[src/rtl/intc_pkg.sv]
package intc_pkg;
  localparam int WORD_W  = 32;
  localparam int ADDR_W  = 4;
  localparam int BASE_W  = 8;
  localparam int SC1_N   = 5;
  localparam int SC2_N   = 6;
  localparam int SUM_USED = BASE_W + 2 + SC1_N + SC2_N;

  typedef enum logic [ADDR_W-1:0] {
    A_SUM  = 4'd0,
    A_RAW0 = 4'd1,
    A_RAW1 = 4'd2,
    A_RAW2 = 4'd3,
    A_EN0  = 4'd4,
    A_EN1  = 4'd5,
    A_EN2  = 4'd6,
    A_DIS0 = 4'd8,
    A_DIS1 = 4'd9,
    A_DIS2 = 4'd10
  } reg_addr_e;
endpackage

[src/rtl/intc_bank.sv]
module intc_bank #(
  parameter int W = 32
) (
  input  logic         clk,
  input  logic         rst_n,
  input  logic         set_req,
  input  logic         clr_req,
  input  logic [W-1:0] wmask,
  input  logic [W-1:0] lines,
  output logic [W-1:0] en_q,
  output logic [W-1:0] act
);
  always_ff @(posedge clk or negedge rst_n) begin
    if (!rst_n)       en_q <= '0;
    else if (set_req) en_q <= en_q | wmask;
    else if (clr_req) en_q <= en_q & ~wmask;
  end

  assign act = lines & en_q;
endmodule

[src/rtl/intc_summary.sv]
module intc_summary
  import intc_pkg::*;
#(
  parameter int PERI_W = 32,
  parameter int SC1_LINES [SC1_N] = '{7, 9, 10, 18, 19},
  parameter int SC2_LINES [SC2_N] = '{1, 2, 3, 4, 5, 30}
) (
  input  logic [BASE_W-1:0] act0,
  input  logic [PERI_W-1:0] act1,
  input  logic [PERI_W-1:0] act2,
  output logic [WORD_W-1:0] sum
);
  logic [SC1_N-1:0] sc1;
  logic [SC2_N-1:0] sc2;

  for (genvar k = 0; k < SC1_N; k++) begin : g_sc1
    assign sc1[k] = act1[SC1_LINES[k]];
  end
  for (genvar k = 0; k < SC2_N; k++) begin : g_sc2
    assign sc2[k] = act2[SC2_LINES[k]];
  end

  assign sum = {{(WORD_W-SUM_USED){1'b0}}, sc2, sc1, |act2, |act1, act0};
endmodule

[src/rtl/banked_intc.sv]
module banked_intc
  import intc_pkg::*;
#(
  parameter int PERI_W = 32,
  parameter int SC1_LINES [SC1_N] = '{7, 9, 10, 18, 19},
  parameter int SC2_LINES [SC2_N] = '{1, 2, 3, 4, 5, 30}
) (
  input  logic              clk,
  input  logic              rst_n,
  input  logic [BASE_W-1:0] src_base,
  input  logic [PERI_W-1:0] src_p1,
  input  logic [PERI_W-1:0] src_p2,
  input  logic              bus_we,
  input  logic [ADDR_W-1:0] bus_addr,
  input  logic [WORD_W-1:0] bus_wdata,
  output logic [WORD_W-1:0] bus_rdata,
  output logic              irq
);
  localparam int NPERI = 2;

  logic [BASE_W-1:0]            en0_q, act0;
  logic [NPERI-1:0][PERI_W-1:0] peri_lines, en_peri, act_peri;
  logic [WORD_W-1:0]            sum_word;
  logic                         any_act;

  assign peri_lines[0] = src_p1;
  assign peri_lines[1] = src_p2;

  intc_bank #(.W(BASE_W)) u_bank0 (
    .clk(clk), .rst_n(rst_n),
    .set_req(bus_we && bus_addr == A_EN0),
    .clr_req(bus_we && bus_addr == A_DIS0),
    .wmask(bus_wdata[BASE_W-1:0]),
    .lines(src_base), .en_q(en0_q), .act(act0)
  );

  for (genvar b = 0; b < NPERI; b++) begin : g_peri
    localparam logic [ADDR_W-1:0] SET_A = ADDR_W'(A_EN1 + b);
    localparam logic [ADDR_W-1:0] CLR_A = ADDR_W'(A_DIS1 + b);
    intc_bank #(.W(PERI_W)) u_bank (
      .clk(clk), .rst_n(rst_n),
      .set_req(bus_we && bus_addr == SET_A),
      .clr_req(bus_we && bus_addr == CLR_A),
      .wmask(bus_wdata[PERI_W-1:0]),
      .lines(peri_lines[b]), .en_q(en_peri[b]), .act(act_peri[b])
    );
  end

  intc_summary #(
    .PERI_W(PERI_W), .SC1_LINES(SC1_LINES), .SC2_LINES(SC2_LINES)
  ) u_sum (
    .act0(act0), .act1(act_peri[0]), .act2(act_peri[1]), .sum(sum_word)
  );

  assign any_act = (|act0) | (|act_peri);

  always_ff @(posedge clk or negedge rst_n) begin
    if (!rst_n) irq <= 1'b0;
    else        irq <= any_act;
  end

  always_comb begin
    bus_rdata = '0;
    case (bus_addr)
      A_SUM:          bus_rdata = sum_word;
      A_RAW0:         bus_rdata[BASE_W-1:0] = src_base;
      A_RAW1:         bus_rdata[PERI_W-1:0] = src_p1;
      A_RAW2:         bus_rdata[PERI_W-1:0] = src_p2;
      A_EN0,  A_DIS0: bus_rdata[BASE_W-1:0] = en0_q;
      A_EN1,  A_DIS1: bus_rdata[PERI_W-1:0] = en_peri[0];
      A_EN2,  A_DIS2: bus_rdata[PERI_W-1:0] = en_peri[1];
      default:        bus_rdata = '0;
    endcase
  end
endmodule

[config.mk]
export PLATFORM = sky130hd
export DESIGN_NAME = banked_intc
export DESIGN_NICKNAME = d
export VERILOG_FILES = /design/src/rtl/intc_pkg.sv /design/src/rtl/intc_bank.sv /design/src/rtl/intc_summary.sv /design/src/rtl/banked_intc.sv
export SDC_FILE = /design/constraint.sdc
export NUM_CORES = 1
export LEC_CHECK = 0
export BUFFER_PORTS_ARGS = -buffer_cell sky130_fd_sc_hd__buf_2
export CORE_MARGIN = 3
export CORE_UTILIZATION = 40
export CTS_CLUSTER_DIAMETER = 100
export DETAILED_ROUTE_END_ITERATION = 16
export PLACE_DENSITY = 0.65
export SLEW_MARGIN = 20
export SYNTH_ARGS = -nofsm -noshare
export SYNTH_HDL_FRONTEND = slang
export SYNTH_SLANG_ARGS = --single-unit
[constraint.sdc]
create_clock -name clk -period 3.45 [get_ports clk]
set_input_delay 1.035 -clock clk [delete_from_list [all_inputs] [get_ports clk]]
set_output_delay 1.035 -clock clk [all_outputs]
set_load 0.01 [all_outputs]
After elaboration in Yosys (flattened, before gate mapping)
Index checks and enable logic that the tools add are counted.
{"block": "totals", "elab_cells": 50, "regBits": 73, "inputBits": 111}
{"block": "classes", "n_eq_ne": 9, "reduce_logical": 17, "mux": 8, "bitwise_logic": 12}
{"cell": "$and A32 B32 Y32", "count": 4}
{"cell": "$mux W32", "count": 4}
{"cell": "$pmux W24 S5", "count": 1}
{"cell": "$or A32 B32 Y32", "count": 2}
{"cell": "$reduce_or A32 Y1", "count": 2}
{"cell": "$reduce_or A64 Y1", "count": 1}
{"cell": "$pmux W8 S7", "count": 1}
{"cell": "$not A32 Y32", "count": 1}
{"cell": "$and A8 B8 Y8", "count": 2}
{"cell": "$mux W8", "count": 2}
{"cell": "$eq A4 B3 Y1 const B", "count": 3}
{"cell": "$eq A4 B4 Y1 const B", "count": 3}
{"cell": "$eq A4 B2 Y1 const B", "count": 2}
{"cell": "$not A8 Y8", "count": 1}
{"cell": "$or A8 B8 Y8", "count": 1}
{"cell": "$reduce_or A8 Y1", "count": 1}
{"cell": "$logic_and A1 B1 Y1", "count": 6}
{"cell": "$reduce_bool A2 Y1", "count": 3}
{"cell": "$reduce_or A2 Y1", "count": 3}
{"cell": "$eq A4 B1 Y1 const B", "count": 1}
{"cell": "$logic_not A4 Y1", "count": 1}
{"cell": "$or A1 B1 Y1", "count": 1}

Logic depth before layout (Yosys ltp)
{"block": "depth", "depth_word": 4, "depth_mapped": 7}

By module
Synthesis repeated with hierarchy kept, for this count alone.
{"block": "hier_totals", "cells_unflattened": 552, "hier_area_um2": 4888.4}
{"module": "intc_bank (g_peri[0].u_bank ...)", "n_inst": 2, "cells_per_inst": 134, "area_each_um2": 1450.1}
{"module": "banked_intc", "n_inst": 1, "cells_per_inst": 197, "area_each_um2": 1239.9}
{"module": "intc_summary", "n_inst": 1, "cells_per_inst": 53, "area_each_um2": 379.1}
{"module": "intc_bank (u_bank0)", "n_inst": 1, "cells_per_inst": 34, "area_each_um2": 369.1}

Worst setup path after synthesis
Ideal clock, no wire load.
{"block": "synth_timing", "kind": "input to output", "start": "input src_p2[3]", "end": "output bus_rdata[9]", "required_time_ps": 2415, "slack_ps": 54, "t_arrival_ps": 2361, "path_stages": 5, "path_cell_list": "a22o_1 a221oi_2 nand3_1 or4_1 a221o_1"}
{"block": "synth_via", "elab_chain_len": 3}
{"element": "start, declared", "line_no": "banked_intc.sv:12", "text": "input logic [PERI_W-1:0] src_p2,"}
{"element": "$and A32 B32 Y32", "line_no": "intc_bank.sv:19", "text": "assign act = lines & en_q;"}
{"element": "$reduce_or A32 Y1", "line_no": "intc_summary.sv:23", "text": "assign sum = {{(WORD_W-SUM_USED){1'b0}}, sc2, sc1, |act2, |act1, act0};"}
{"element": "$pmux W24 S5", "line_no": "banked_intc.sv:64", "text": "case (bus_addr)"}
{"element": "end, declared", "line_no": "banked_intc.sv:16", "text": "output logic [WORD_W-1:0] bus_rdata,"}
No other way between the ends.

Worst setup path after layout
{"block": "layout_timing", "start": "input src_p2[27]", "end": "output bus_rdata[9]"}
The elaborated chain is that of the path after synthesis.

==> impl_metrics.yaml <==
logic_synthesis:
  yosysMostFrequentCell: "nand2_1"
  synthArstFlopShare_pct: 100
  synth.cell_area_mm2: 0.00446
  post-synth-top-area-fraction_pct: 41.0
  synth.distinct_cells: 31
  syn_inst: 433
  yosysTopAreaCell: "dfrtp_1"
  synth-warning-count: 0
  synth_seq_area_share_pct: 41.0
  synthTopCellsByCount: "107 x nand2_1, 73 x dfrtp_1, 51 x a22oi_1"
  ys.flop_type: "dfrtp_1"
  synth_edf_count: 0
  synthTopCellsByArea: "dfrtp_1 41%, mux2_4 10%, mux2_1 9.6%"
  avgSynthCellArea_um2: 10.3
  synth-seq-cells: 73
  synth_nets: 544
critical_path:
  required_ps: 2410
  cp_common_cell: "buf_2"
  crit_buf_inv: 2
  arrival_ps: 2540
  critical_path_class: "in -> out"
  crit_fanout: 2
  cp-start-kind: "input pin"
  crit_chain: "buf_2 -> a22oi_1 -> nand4_1 -> or4_4 -> a221o_1 -> buf_2"
  cp_top_family: "simple AND/OR/NAND/NOR gates"
  max_stage_delay_ps: 550
  critPathSlowestCell: "or4_4"
  worstSetupEndpointType: "output port"
global_routing:
  grt_overflow_total: 0
  grt_max_degree: 33
  antenna_found_initial: 0
  grt_pass1_vias: 4610
  grt_util_all_layers_pct: 26.0
  grt_pass1_wl_um: 25700
sta:
  fmax_mhz: 279
  worst_pin_slew_ps: 748
  finalWorstSetupSlack_ps: -128
  hold_viol_final: 0
  min_period_ps: 3580
  setup_viol: 1
  grt_setup_unrepaired: "yes"
  drv_slew: 0
  fin_skew_ps: 5.34
  relSlewSlack_pct: 49.8
  fin_crit_sh_pct: 104
detailed_routing:
  drt_wl_total_um: 16600
  vias: 4544
  first_iter_violations: 557
  antenna_left: 0
  firstDrtPassIters: 6
  drc: 0
  detail_route.wl_per_cell_um: 21.6
  vias_per_cell: 5.92
die:
  start_util_pct: 42.2
  dieArea_mm2: 0.0124
  die_w_um: 112
  die_h_um: 112
  core_mm2: 0.0106
  rows: 37
  ios: 144
clock_tree:
  cts_buffers: 9
  clockRootBuffer: "clkbuf_8"
  clock_path_buffers: 2
  clock_sinks: 73
  postCtsHoldBufs: 0
  clk_latency_ps: 350
  cts_max_level: 3
  path_clk_slew_ps: 80
  cts_tree: "done"
placement:
  dp_cells: 742
  dpl.hpwl_um: 12400
  port_buffers: 143
  dp_slack_ps: -330
  place.gp.congestion: 0.938
power_and_ir_drop:
  powerDensity_mw_per_mm2: 334
  p_leak_nw: 3.10
  ir_drop_mv: 0.262
layout:
  antenna_cells: 0
  finalNonFillerCells: 767
  drive_above_1_share_pct: 45.0
  area_growth_pct: 36.9
  fin_nets: 737
flow_run:
  drv_cap: 0
run_status:
  status: "finished with violations"
  violations: "setup timing"
hold_path:
  worstHoldPathType: "reg -> reg"
-- stage by stage --
stage          TNS [ps]  total power [W]  hold slack [ps]  area [um^2]  utilization, %
6_report           -128          0.00204              535         6100            57.8
2_1_floorplan         0          0.00108              486         4460               -
5_1_grt            -195          0.00212              553         6100            57.8
4_1_cts            -124          0.00201              535         5940            56.2
3_5_place_dp       -330          0.00132              513         5660            53.6
3_3_place_gp       -312          0.00131              505         5660            53.6
-- worst paths after layout --
check | startpoint | to | slack, ps | cells past startpoint
worst max-delay path | src_p2[27] | bus_rdata[9] | -130 | 6
worst min-delay path | flip-flop | flip-flop | 530 | 1
worst max register to register | flip-flop | irq | 1580 | 5
worst min register to register | flip-flop | flip-flop | 530 | 1
max in group asynchronous | rst_n | asynchronous set/reset pin | 1890 | 2
min in group asynchronous | rst_n | asynchronous set/reset pin | 720 | 1
-- cells in the final DEF (no fill, tap or decap), types with 2 or more instances in the layout --
master      instances
clkbuf_8           10
dfrtp_1            73
buf_12              2
a222oi_1           21
buf_2             139
nor2_4              3
nand4_1             8
nor3_4              2
o21ai_0             5
nor3_1              2
mux2_2              4
nand3_1            21
buf_4              55
mux2_1             38
and2_1              8
a32oi_1            14
a22oi_2             8
clkinvlp_4          3
nand2b_1            2
nand2_1           106
buf_8               3
mux2_4             30
buf_6              10
a22oi_1            43
-- routing by layer --
layer	share of wire, %	global-route usage, %	vias up
met3	10	7.50	37
li1	-	-	2044
met4	3.0	7.30	0
met1	41	35.6	2185
met5	0	0	-
met2	45	40.5	278
-- area by class of cell --
cell class	instances	area, um^2
Sequential cell	73	1830
Inverter	1	3.75
Clock buffer	10	138
Timing Repair Buffer	210	1320
Tap cell	136	170
Multi-Input combinational cell	331	2580
Fill cell	940	4450
Clock inverter	6	66.3
-- logic make-up after synthesis --
kind of cell	Yosys count	share of synthesized area [%]
simple gates	161	16.3
compound gates	96	17.8
flops	73	41.0
mux	72	20.7
buf+inv	30	3.87
xor+xnor	1	0.365
-- where the power goes --
group	leakage [nW]	internal [W]	switching [W]
registers	1.01	0.000891	0.0000349
clock network	0.0949	0.000355	0.000335
logic	1.99	0.000204	0.000217
total	3.10	0.00145	0.000587
-- timing repair --
action | CTS | global route
gates resized for setup | 12 | 27
pin swaps | 3 | 16
buffers inserted | 0 | 8
setup endpoints to repair | 2 | 22
gates cloned | 0 | 2
(Power assumes the default switching activity.)
